<file path="src/rtl/tmr_out_pkg.sv">
package tmr_out_pkg;
  // Pulse length in timer ticks for a given width code.
  function automatic int unsigned pulse_len(input int unsigned code);
    return code + 1;
  endfunction

  // Output polarity helper: inversion only applies outside clock mode.
  function automatic logic apply_pol(input logic lvl, input logic inv, input logic clk_mode);
    return clk_mode ? lvl : (lvl ^ inv);
  endfunction
endpackage

</file>
<file path="src/rtl/tmr_pulse_stretch.sv">
module tmr_pulse_stretch #(
  parameter int PW_BITS = 2,
  localparam int CNT_W  = PW_BITS + 1
) (
  input  logic               clk,
  input  logic               rst_n,
  input  logic               load_evt,
  input  logic               tick,
  input  logic               clr,
  input  logic [PW_BITS-1:0] width_code,
  output logic               active,
  output logic [CNT_W-1:0]   remain
);
  import tmr_out_pkg::*;

  localparam int MAX_LEN = 1 << PW_BITS;

  logic [CNT_W-1:0] load_val;
  logic             dec_ok;

  assign load_val = CNT_W'(pulse_len(int'(width_code)));
  assign dec_ok   = tick && (remain != '0);

  always_ff @(posedge clk) begin
    if (!rst_n || clr)       remain <= '0;
    else if (load_evt)       remain <= load_val;
    else if (dec_ok)         remain <= remain - 1'b1;
  end

  assign active = (remain != '0);

  AST_LOAD_WIDTH: assert property (@(posedge clk) disable iff (!rst_n)
    (load_evt && !clr) |=> (remain == CNT_W'(int'($past(width_code)) + 1)));

  AST_HOLD_PAUSED: assert property (@(posedge clk) disable iff (!rst_n)
    (!tick && !load_evt && !clr) |=> $stable(remain));

  AST_CNT_RANGE: assert property (@(posedge clk) disable iff (!rst_n)
    int'(remain) <= MAX_LEN);
endmodule

</file>
<file path="src/rtl/tmr_clk_toggle.sv">
module tmr_clk_toggle (
  input  logic clk,
  input  logic rst_n,
  input  logic flip_evt,
  output logic tog
);
  always_ff @(posedge clk) begin
    if (!rst_n)        tog <= 1'b0;
    else if (flip_evt) tog <= ~tog;
  end

  AST_TOGGLE_FLIP: assert property (@(posedge clk) disable iff (!rst_n)
    flip_evt |=> (tog != $past(tog)));

  AST_TOGGLE_HOLD: assert property (@(posedge clk) disable iff (!rst_n)
    !flip_evt |=> $stable(tog));
endmodule

</file>
<file path="src/rtl/tmr_out_gen.sv">
module tmr_out_gen #(
  parameter int PW_BITS = 2
) (
  input  logic               clk,
  input  logic               rst_n,
  input  logic               tc_evt,
  input  logic               cnt_en,
  input  logic               clk_mode,
  input  logic [PW_BITS-1:0] pw_sel,
  input  logic               inv_out,
  output logic               pin_out,
  output logic               status
);
  import tmr_out_pkg::*;

  localparam int CNT_W = PW_BITS + 1;

  // Named internal events for the assertions.
  logic             pulse_load;
  logic             tog_flip;
  logic             pulse_act;
  logic             tog_q;
  logic [CNT_W-1:0] pulse_rem;

  assign pulse_load = tc_evt && !clk_mode;
  assign tog_flip   = tc_evt && clk_mode;

  tmr_pulse_stretch #(.PW_BITS(PW_BITS)) u_pulse (
    .clk        (clk),
    .rst_n      (rst_n),
    .load_evt   (pulse_load),
    .tick       (cnt_en),
    .clr        (clk_mode),
    .width_code (pw_sel),
    .active     (pulse_act),
    .remain     (pulse_rem)
  );

  tmr_clk_toggle u_tog (
    .clk      (clk),
    .rst_n    (rst_n),
    .flip_evt (tog_flip),
    .tog      (tog_q)
  );

  assign status  = clk_mode ? tog_q : pulse_act;
  assign pin_out = apply_pol(status, inv_out, clk_mode);

  AST_PULSE_STARTS: assert property (@(posedge clk) disable iff (!rst_n)
    pulse_load |=> (clk_mode || status));

  AST_STATUS_CLEAR_ON_END: assert property (@(posedge clk) disable iff (!rst_n)
    (!clk_mode && !tc_evt && cnt_en && pulse_rem == CNT_W'(1)) |=> (clk_mode || !status));
endmodule

</file>
<file path="config.mk">
export PLATFORM = sky130hd
export DESIGN_NAME = tmr_out_gen
export DESIGN_NICKNAME = d
export VERILOG_FILES = /design/src/rtl/tmr_out_pkg.sv /design/src/rtl/tmr_pulse_stretch.sv /design/src/rtl/tmr_clk_toggle.sv /design/src/rtl/tmr_out_gen.sv
export SDC_FILE = /design/constraint.sdc
export NUM_CORES = 1
export LEC_CHECK = 0
export ABC_CLOCK_PERIOD_IN_PS = 1100
export BUFFER_PORTS_ARGS = -buffer_cell sky130_fd_sc_hd__buf_2
export CAP_MARGIN = 25
export CORE_AREA = 2 2 39 41
export CTS_BUF_LIST = sky130_fd_sc_hd__clkbuf_8
export CTS_CLUSTER_DIAMETER = 60
export CTS_CLUSTER_SIZE = 28
export DETAILED_ROUTE_END_ITERATION = 8
export DIE_AREA = 0 0 41 43
export GPL_TIMING_DRIVEN = 0
export HOLD_SLACK_MARGIN = 0.1
export PLACE_DENSITY_LB_ADDON = 0.08
export SLEW_MARGIN = 40
export SYNTH_ARGS = -nofsm -noshare
export SYNTH_HDL_FRONTEND = slang
export SYNTH_SLANG_ARGS = --single-unit
</file>
<file path="constraint.sdc">
create_clock -name clk -period 1.1 [get_ports clk]
set_input_delay 0.11 -clock clk [delete_from_list [all_inputs] [get_ports clk]]
set_output_delay 0.11 -clock clk [all_outputs]
set_load 0.005 [all_outputs]
</file>
==> results of run 1 <==
final cells by class:
type,count,area (µm²),area share
Clock buffer,3,41.3,0.0889
Inverter,3,11.3,0.0243
Timing Repair Buffer,14,82.6,0.178
Tap cell,16,20.0,0.0431
Multi-Input combinational cell,25,226,0.488
Sequential cell,4,82.6,0.178
sequential cells by signal, indices dropped and copies added, names as in the netlist:
register        flops
u_pulse.remain      3
u_tog.tog           1
power groups by stage:
stage	sequential, mW	combinational, mW	clock [mW]
after floorplan	0.162	0.0721	0
after global placement	0.163	0.109	0
after detailed placement	0.163	0.110	0
after CTS	0.161	0.128	0.309
after global routing	0.162	0.156	0.322
final	0.161	0.140	0.304
per-layer routing:
metal,vias to the layer above,track usage
met3,2,0.0209
met4,0,0.0600
li1,145,-
met1,132,0.123
met2,14,0.131
met5,-,0
worst reg2reg max path, delay by kind of cell (launching register included):
family	cells	cell delay [ps]
and+or+nand+nor	1	90
DFF	1	330
AOI/OAI and AO/OA	3	440
buffers and inverters	2	180
adders and majority gates	1	160
placed cells by master (no fill, tap or decap), types with 2 or more instances in the layout:
| cell type | instances |
|---|---|
| ha_4 | 2 |
| xnor2_1 | 2 |
| dfxtp_1 | 2 |
| buf_2 | 9 |
| buf_4 | 5 |
| clkbuf_8 | 3 |
| nand2_1 | 4 |
| dfxtp_2 | 2 |
| a211oi_1 | 2 |
| a21oi_2 | 2 |
| inv_2 | 2 |
path summary, 6_finish.rpt:
| kind | endpoint |
|---|---|
| setup reg to reg | u_pulse.remain[1] |
| hold / removal | u_tog.tog |
| setup / recovery | status |
| hold reg to reg | u_tog.tog |
metrics by stage:
step / std cells / hold slack, ps / util / power [mW]
after global routing: 65 / 155 / 0.335 / 0.641
after CTS: 62 / 130 / 0.308 / 0.598
after detailed placement: 57 / 345 / 0.262 / 0.274
after global placement: 57 / 329 / 0.262 / 0.272
after floorplan: 32 / 232 / - / 0.234
final: 65 / 130 / 0.335 / 0.606
cells by family (layout without fill, tap and decap cells):
logic type      count (synthesis)  in the layout  share of synthesized area
fa+ha+maj                       3              3                      0.133
simple gates                   10             10                      0.199
buf+inv                         3             20                     0.0398
flops                           4              4                      0.283
xor+xnor                        3              3                     0.0929
compound gates                  8              8                      0.212
mux                             1              1                     0.0398
synthesized netlist by cell type (all sizes together):
cell and n:
a211oi 2, dfxtp 4, a311o 1, nand2b 2, nor3 1, nor2b 1
o21ai 1, ha 3, mux2 1, o21a 1, a21oi 3, and2 1
nand2 5, xnor2 3, inv 3
what timing repair did:
item | in CTS | in global routing
setup endpoints to repair | 5 | 5
pin swaps | 4 | 5
buffers inserted | 2 | 3
resized for setup | 2 | 3
==> results.yml, run 1 <==
route:
  viasPerCell: 4.51
  remaining_drc_errors: 0
  wl_um: 708
  dr_wl_met3_um: 47
  num_vias: 293
  drt-met1-wl_um: 303
  drtIter0Drc: 6
  wl_per_cell_um: 10.9
  highest_layer: "met4"
  route.met2.wl_um: 345
  first_pass_iters: 4
  ant_nets: 0
timing:
  setup_viol: 5
  setup_ws_ps: -205
  rsz0062_at_grt: "yes"
  setup_tns_ps: -762
  relSlewSlack: 0.725
  fmax_mhz: 766
  final_hold_viol_count: 0
  period_share: 1.19
  fin_skew_ps: 1.41
  fin_crit_ps: 1310
  tightest_slew_ps: 411
  final_max_slew_viol_count: 0
critical_path:
  required_ps: 990
  critical_path_class: "reg -> out"
  crit_cells: 5
  cp_slowest_stage_delay_ps: 310
  cp_top_family: "flip-flops"
  critical-path-slowest-cell: "dfxtp_2"
  rr_startpoint: "u_pulse.remain[1]"
  worstPathMaxFanout: 3
  critical_path_arrival_ps: 1200
  r2r_setup_slack_ps: -160
  worst_setup_path_start_kind: "flop"
  crit_path_end_kind: "output port"
  crit_chain: "inv_2, ha_4, nand2b_4, mux2_2, buf_2"
  ff2ff_path_depth: 7
  cp.buffers_inverters: 2
  crit_start: "u_pulse.remain[1]"
global_route:
  grtUsageTotal: 0.0936
  grt_pass1_vias: 256
  grt.overflow.total: 0
  grt_max_degree: 7
  grt_pass1_wl_um: 1100
  antenna_found_initial: 0
layout:
  fin_area_um2: 464
  antenna_cells: 0
  drive_gt1_frac: 0.592
  fill_cells: 148
  syn2layout_area_growth_pct: 64.2
  nNetsFinal: 62
synth:
  syn_avg_cell_area_um2: 8.84
  ys_seq_area_frac: 0.283
  mappedNetlistNets: 43
  ys_ff_latch: 4
  yosysTopAreaCellShare: 0.283
  ys_types: 17
  yosys.area.top_type: "dfxtp_1"
  synth_area_um2: 283
  synth.area.top_cells: "dfxtp_1, ha_1, xnor2_1"
  synth_cells: 32
  yosys_warnings: 0
floorplanning:
  die_h_um: 43
  die_w_um: 41
  dieArea_um2: 1760
  boundaryPins: 10
  core_um2: 1380
  initial_core_util: 0.204
  fp-row-count: 14
pwr:
  ir_drop_v: 0.000476
  power_leakage_nw: 0.196
  p_switching_mw: 0.140
  p_clk_frac: 0.503
  internal_power_mw: 0.465
  netSwitchingFraction: 0.232
  pwr-share-seq: 0.266
  p_comb_frac: 0.231
  p_per_area_nw_per_um2: 1300
placement:
  place_area_um2: 363
  portBuffers: 9
  dpl.hpwl_um: 502
  gp_congestion: 0.672
  pre_cts_ws_ps: -60.9
worst_hold_path:
  worstHoldStart: "rst_n"
  hold_class: "in -> reg"
  hold_depth: 2
status:
  status: "finished, violations left"
  violations: "setup timing"
cts:
  htreeDepth: 1
  clock-sinks: 4
  cts_tree: "yes"
  cts_hold_buf: 0
  cts_inserted_buffers: 3
  clock_latency_ps: 210
  cts_root_buf: "clkbuf_8"
  path_clk_slew_ps: 30
  clockBufferDepth: 2
job:
  drv_cap: 0
Power figures use the tool's default switching activity.
==> run 2, diff against run 1 <==
- PLACE_DENSITY: unset -> 0.5
- PLACE_DENSITY_LB_ADDON: 0.08 -> unset
==> results.yml, run 2 (synthesized netlist as in run 1, its figures left out) <==
status:
  status: "finished, violations left"
  violations: "setup timing"
cts:
  clock_latency_ps: 210
  cts_root_buf: "clkbuf_8"
  clock-sinks: 4
  htreeDepth: 1
  cts_tree: "yes"
  cts_inserted_buffers: 3
  path_clk_slew_ps: 30
  clockBufferDepth: 2
job:
  drv_cap: 0
floorplanning:
  initial_core_util: 0.204
  dieArea_um2: 1760
  boundaryPins: 10
  core_um2: 1380
  fp-row-count: 14
  die_w_um: 41
  die_h_um: 43
pwr:
  finalPower_mw: 0.600
  ir_drop_v: 0.000939
  power_leakage_nw: 0.194
  p_per_area_nw_per_um2: 1300
timing:
  rsz0062_at_grt: "yes"
  final_max_slew_viol_count: 0
  setup_viol: 5
  setup_tns_ps: -568
  final_hold_viol_count: 0
  period_share: 1.18
  fmax_mhz: 767
  setup_ws_ps: -203
  tightest_slew_ps: 389
  fin_skew_ps: 2.70
  fin_crit_ps: 1300
  relSlewSlack: 0.740
layout:
  syn2layout_area_growth_pct: 63.7
  drive_gt1_frac: 0.592
  nNetsFinal: 62
  fill_cells: 155
  largest_reg_flops: 3
  antenna_cells: 0
  regMostFlops: "u_pulse.remain"
  fin_area_um2: 463
  reg_top3: "u_pulse.remain (3), u_tog.tog (1)"
  final_cell_mix: "buf_2, buf_4, xnor2_1, nand2_1, clkbuf_8"
  fin_cells: 65
  final_common_cell: "buf_2"
global_route:
  grtUsageTotal: 0.0946
  antenna_found_initial: 0
  grt_pass1_wl_um: 1040
  grt_pass1_vias: 275
  grt.overflow.total: 0
  grt_max_degree: 7
critical_path:
  cp_slowest_stage_delay_ps: 310
  r2r_setup_slack_ps: -120
  rr_startpoint: "u_pulse.remain[0]"
  worstPathMaxFanout: 3
  cp.buffers_inverters: 2
  cp_top_family: "flip-flops"
  rr_endpoint: "u_pulse.remain[1]"
  critical_path_arrival_ps: 1190
  critical-path-slowest-cell: "dfxtp_2"
  crit_start: "u_pulse.remain[1]"
  critical_path_class: "reg -> out"
  ff2ff_path_depth: 7
  crit_path_end_kind: "output port"
  required_ps: 990
  crit_chain: "inv_2, ha_4, nand2b_4, mux2_2, buf_2"
  worst_setup_path_start_kind: "flop"
worst_hold_path:
  worstHoldStart: "rst_n"
  hold_depth: 2
  hold_class: "in -> reg"
  hold_end: "u_tog.tog"
placement:
  gp_congestion: 0.690
  pre_cts_ws_ps: -53.5
  portBuffers: 9
  dpl.hpwl_um: 419
  place_area_um2: 363
  placed_cells: 57
route:
  first_pass_iters: 3
  wl_um: 626
  wl_per_cell_um: 9.63
  viasPerCell: 4.28
  drtIter0Drc: 3
  remaining_drc_errors: 0
  num_vias: 278
  ant_nets: 0
-- run 2: changes by cell type in the layout (fill, tap and decap cells not counted) --
cell	delta
buf_4	-1
buf_6	+1
nand2_1	-1
nand2_2	+1
xnor2_1	+1
xnor2_2	-1
-- run 2: per-layer routing --
layer / wire length (µm) / vias up / global-route usage
met5: 0 / - / 0
li1: - / 145 / -
met1: 249 / 127 / 0.0971
met3: 38 / 0 / 0.0628
met2: 338 / 6 / 0.144
met4: 0 / 0 / 0.0400
-- run 2: how the worst max path moves through the flow --
| stage | endpoint | slack, ps | depth (start not counted) |
|---|---|---|---|
| after detailed placement | u_pulse.remain[1] | -50 | 5 |
| after global routing | pin_out | -270 | 6 |
| after CTS | status | -210 | 5 |
| after global placement | u_pulse.remain[1] | -50 | 5 |
| after floorplan | u_pulse.remain[1] | -6 | 5 |
| final | status | -200 | 5 |
-- run 2: power by group --
group,switching (mW),internal [mW]
sequential,0.00589,0.155
combinational,0.0589,0.0758
clock,0.0719,0.233
total,0.137,0.464
-- run 2: cell type report --
cell class                      instances  area [µm²]  area share
Sequential cell                         4        82.6       0.178
Inverter                                3        11.3      0.0243
Timing Repair Buffer                   14        86.3       0.186
Tap cell                               16        20.0      0.0432
Clock buffer                            3        41.3      0.0892
Multi-Input combinational cell         25         221       0.478
-- run 2: stage by stage --
| step | hold slack, ps | util |
|---|---|---|
| final | 117 | 0.335 |
| after global routing | 122 | 0.335 |
| after global placement | 336 | 0.262 |
| after floorplan | 232 | - |
| after detailed placement | 336 | 0.262 |
| after CTS | 116 | 0.322 |
-- run 2: timing repair --
item	in CTS	in global routing
resized for setup	5	1
pin swaps	7	2
setup endpoints to repair	5	5
buffers inserted	4	1
hold buffers	0	0
==> run 3, diff against run 2 <==
- GPL_TIMING_DRIVEN: 0 -> unset
- RECOVER_POWER: unset -> 50
==> results.yml, run 3 (synthesized netlist as in run 1, its figures left out) <==
status:
  status: "finished, violations left"
  violations: "setup timing"
pwr:
  p_switching_mw: 0.137
  p_per_area_nw_per_um2: 1290
  p_comb_frac: 0.235
  ir_drop_v: 0.000560
  power_leakage_nw: 0.204
  pwr-share-seq: 0.264
  internal_power_mw: 0.472
  p_clk_frac: 0.501
  netSwitchingFraction: 0.225
placement:
  gp_congestion: 0.590
  portBuffers: 9
  placed_cells: 59
global_route:
  grtUsageMet1: 0.103
  grt-busiest-layer: "met2"
  antenna_found_initial: 0
  use_met3: 0.0314
  grt_pass1_wl_um: 1060
  grt_max_degree: 7
  grt_pass1_vias: 270
  grtUsageTotal: 0.0925
  grt.overflow.total: 0
  grt.met2_usage: 0.131
floorplanning:
  initial_core_util: 0.204
  die_h_um: 43
  dieArea_um2: 1760
  die_w_um: 41
  core_um2: 1380
  fp-row-count: 14
  boundaryPins: 10
timing:
  tightest_slew_ps: 200
  rsz0062_at_grt: "yes"
  period_share: 1.18
  final_max_slew_viol_count: 0
  relSlewSlack: 0.866
  setup_ws_ps: -197
  setup_viol: 5
  fmax_mhz: 771
  final_hold_viol_count: 0
  fin_skew_ps: 1.62
  fin_crit_ps: 1300
layout:
  final_cell_mix: "buf_2, buf_4, nand2_1"
  reg_top3: "u_pulse.remain (3), u_tog.tog (1)"
  syn2layout_area_growth_pct: 67.3
  antenna_cells: 0
  nNetsFinal: 65
  drive_gt1_frac: 0.596
  regMostFlops: "u_pulse.remain"
  largest_reg_flops: 3
  fin_util: 0.342
  final_common_cell: "buf_2"
  fin_cells: 68
critical_path:
  critical_path_class: "reg -> out"
  cp_top_family: "flip-flops"
  critical_path_arrival_ps: 1190
  crit_path_end_kind: "output port"
  critical-path-slowest-cell: "dfxtp_2"
  required_ps: 990
  crit_chain: "inv_2, ha_4, nand2b_4, mux2_2, buf_2"
  cp.buffers_inverters: 2
  cp_slowest_stage_delay_ps: 310
  worstPathMaxFanout: 4
  worst_setup_path_start_kind: "flop"
cts:
  cts_root_buf: "clkbuf_8"
  cts_hold_buf: 0
  cts_inserted_buffers: 3
  cts_tree: "yes"
  clock-sinks: 4
  path_clk_slew_ps: 30
  htreeDepth: 1
  clockBufferDepth: 2
  clock_latency_ps: 220
worst_hold_path:
  hold_class: "in -> reg"
route:
  num_vias: 282
  drtIter0Drc: 1
  wl_per_cell_um: 9.18
  first_pass_iters: 2
  wl_um: 624
  viasPerCell: 4.15
  ant_nets: 0
  remaining_drc_errors: 0
job:
  drv_cap: 0
-- run 3: what timing repair did --
item	CTS	global route
buffers inserted	4	2
resized for setup	3	1
pin swaps	6	3
endpoints found under the setup margin	4	5
-- run 3: power groups by stage --
| stage | clock network [mW] | registers, mW | logic [mW] |
|---|---|---|---|
| 4_1_cts | 0.316 | 0.160 | 0.135 |
| 3_5_place_dp | 0 | 0.163 | 0.113 |
| 3_3_place_gp | 0 | 0.163 | 0.112 |
| 6_report | 0.305 | 0.161 | 0.143 |
| 2_1_floorplan | 0 | 0.162 | 0.0721 |
| 5_1_grt | 0.320 | 0.162 | 0.161 |
-- run 3: layer usage --
| metal | wire (µm) | vias up |
|---|---|---|
| met1 | 266 | 125 |
| met3 | 43 | 0 |
| met4 | 0 | 0 |
| li1 | - | 151 |
| met5 | 0 | - |
| met2 | 314 | 6 |
-- run 3: final cells by class --
type	instances	area, µm²
clock buffers	3	41.3
fillers	155	911
inverters	3	11.3
multi-input cells	25	209
flip-flops and latches	4	82.6
well taps	16	20.0
repair buffers	17	109
-- run 3: path summary, 6_finish.rpt --
kind                      from                end  slack [ps]  depth (start not counted)
max          u_pulse.remain[0]             status        -200                          5
min                      rst_n          u_tog.tog         120                          2
max reg2reg  u_pulse.remain[0]  u_pulse.remain[1]        -170                          7
min reg2reg          u_tog.tog          u_tog.tog         610                          2
-- run 3: stage by stage --
| step | hold WS (ps) | total power [mW] | instance area [µm²] | setup slack [ps] | setup TNS, ps |
|---|---|---|---|---|---|
| CTS | 115 | 0.611 | 454 | -207 | -667 |
| global placement | 332 | 0.275 | 378 | -45.8 | -59.9 |
| detailed placement | 340 | 0.276 | 378 | -45.1 | -45.7 |
| finish | 117 | 0.609 | 473 | -197 | -753 |
| global route | 137 | 0.643 | 473 | -261 | -1140 |
| floorplan | 232 | 0.234 | 298 | -5.68 | -5.68 |
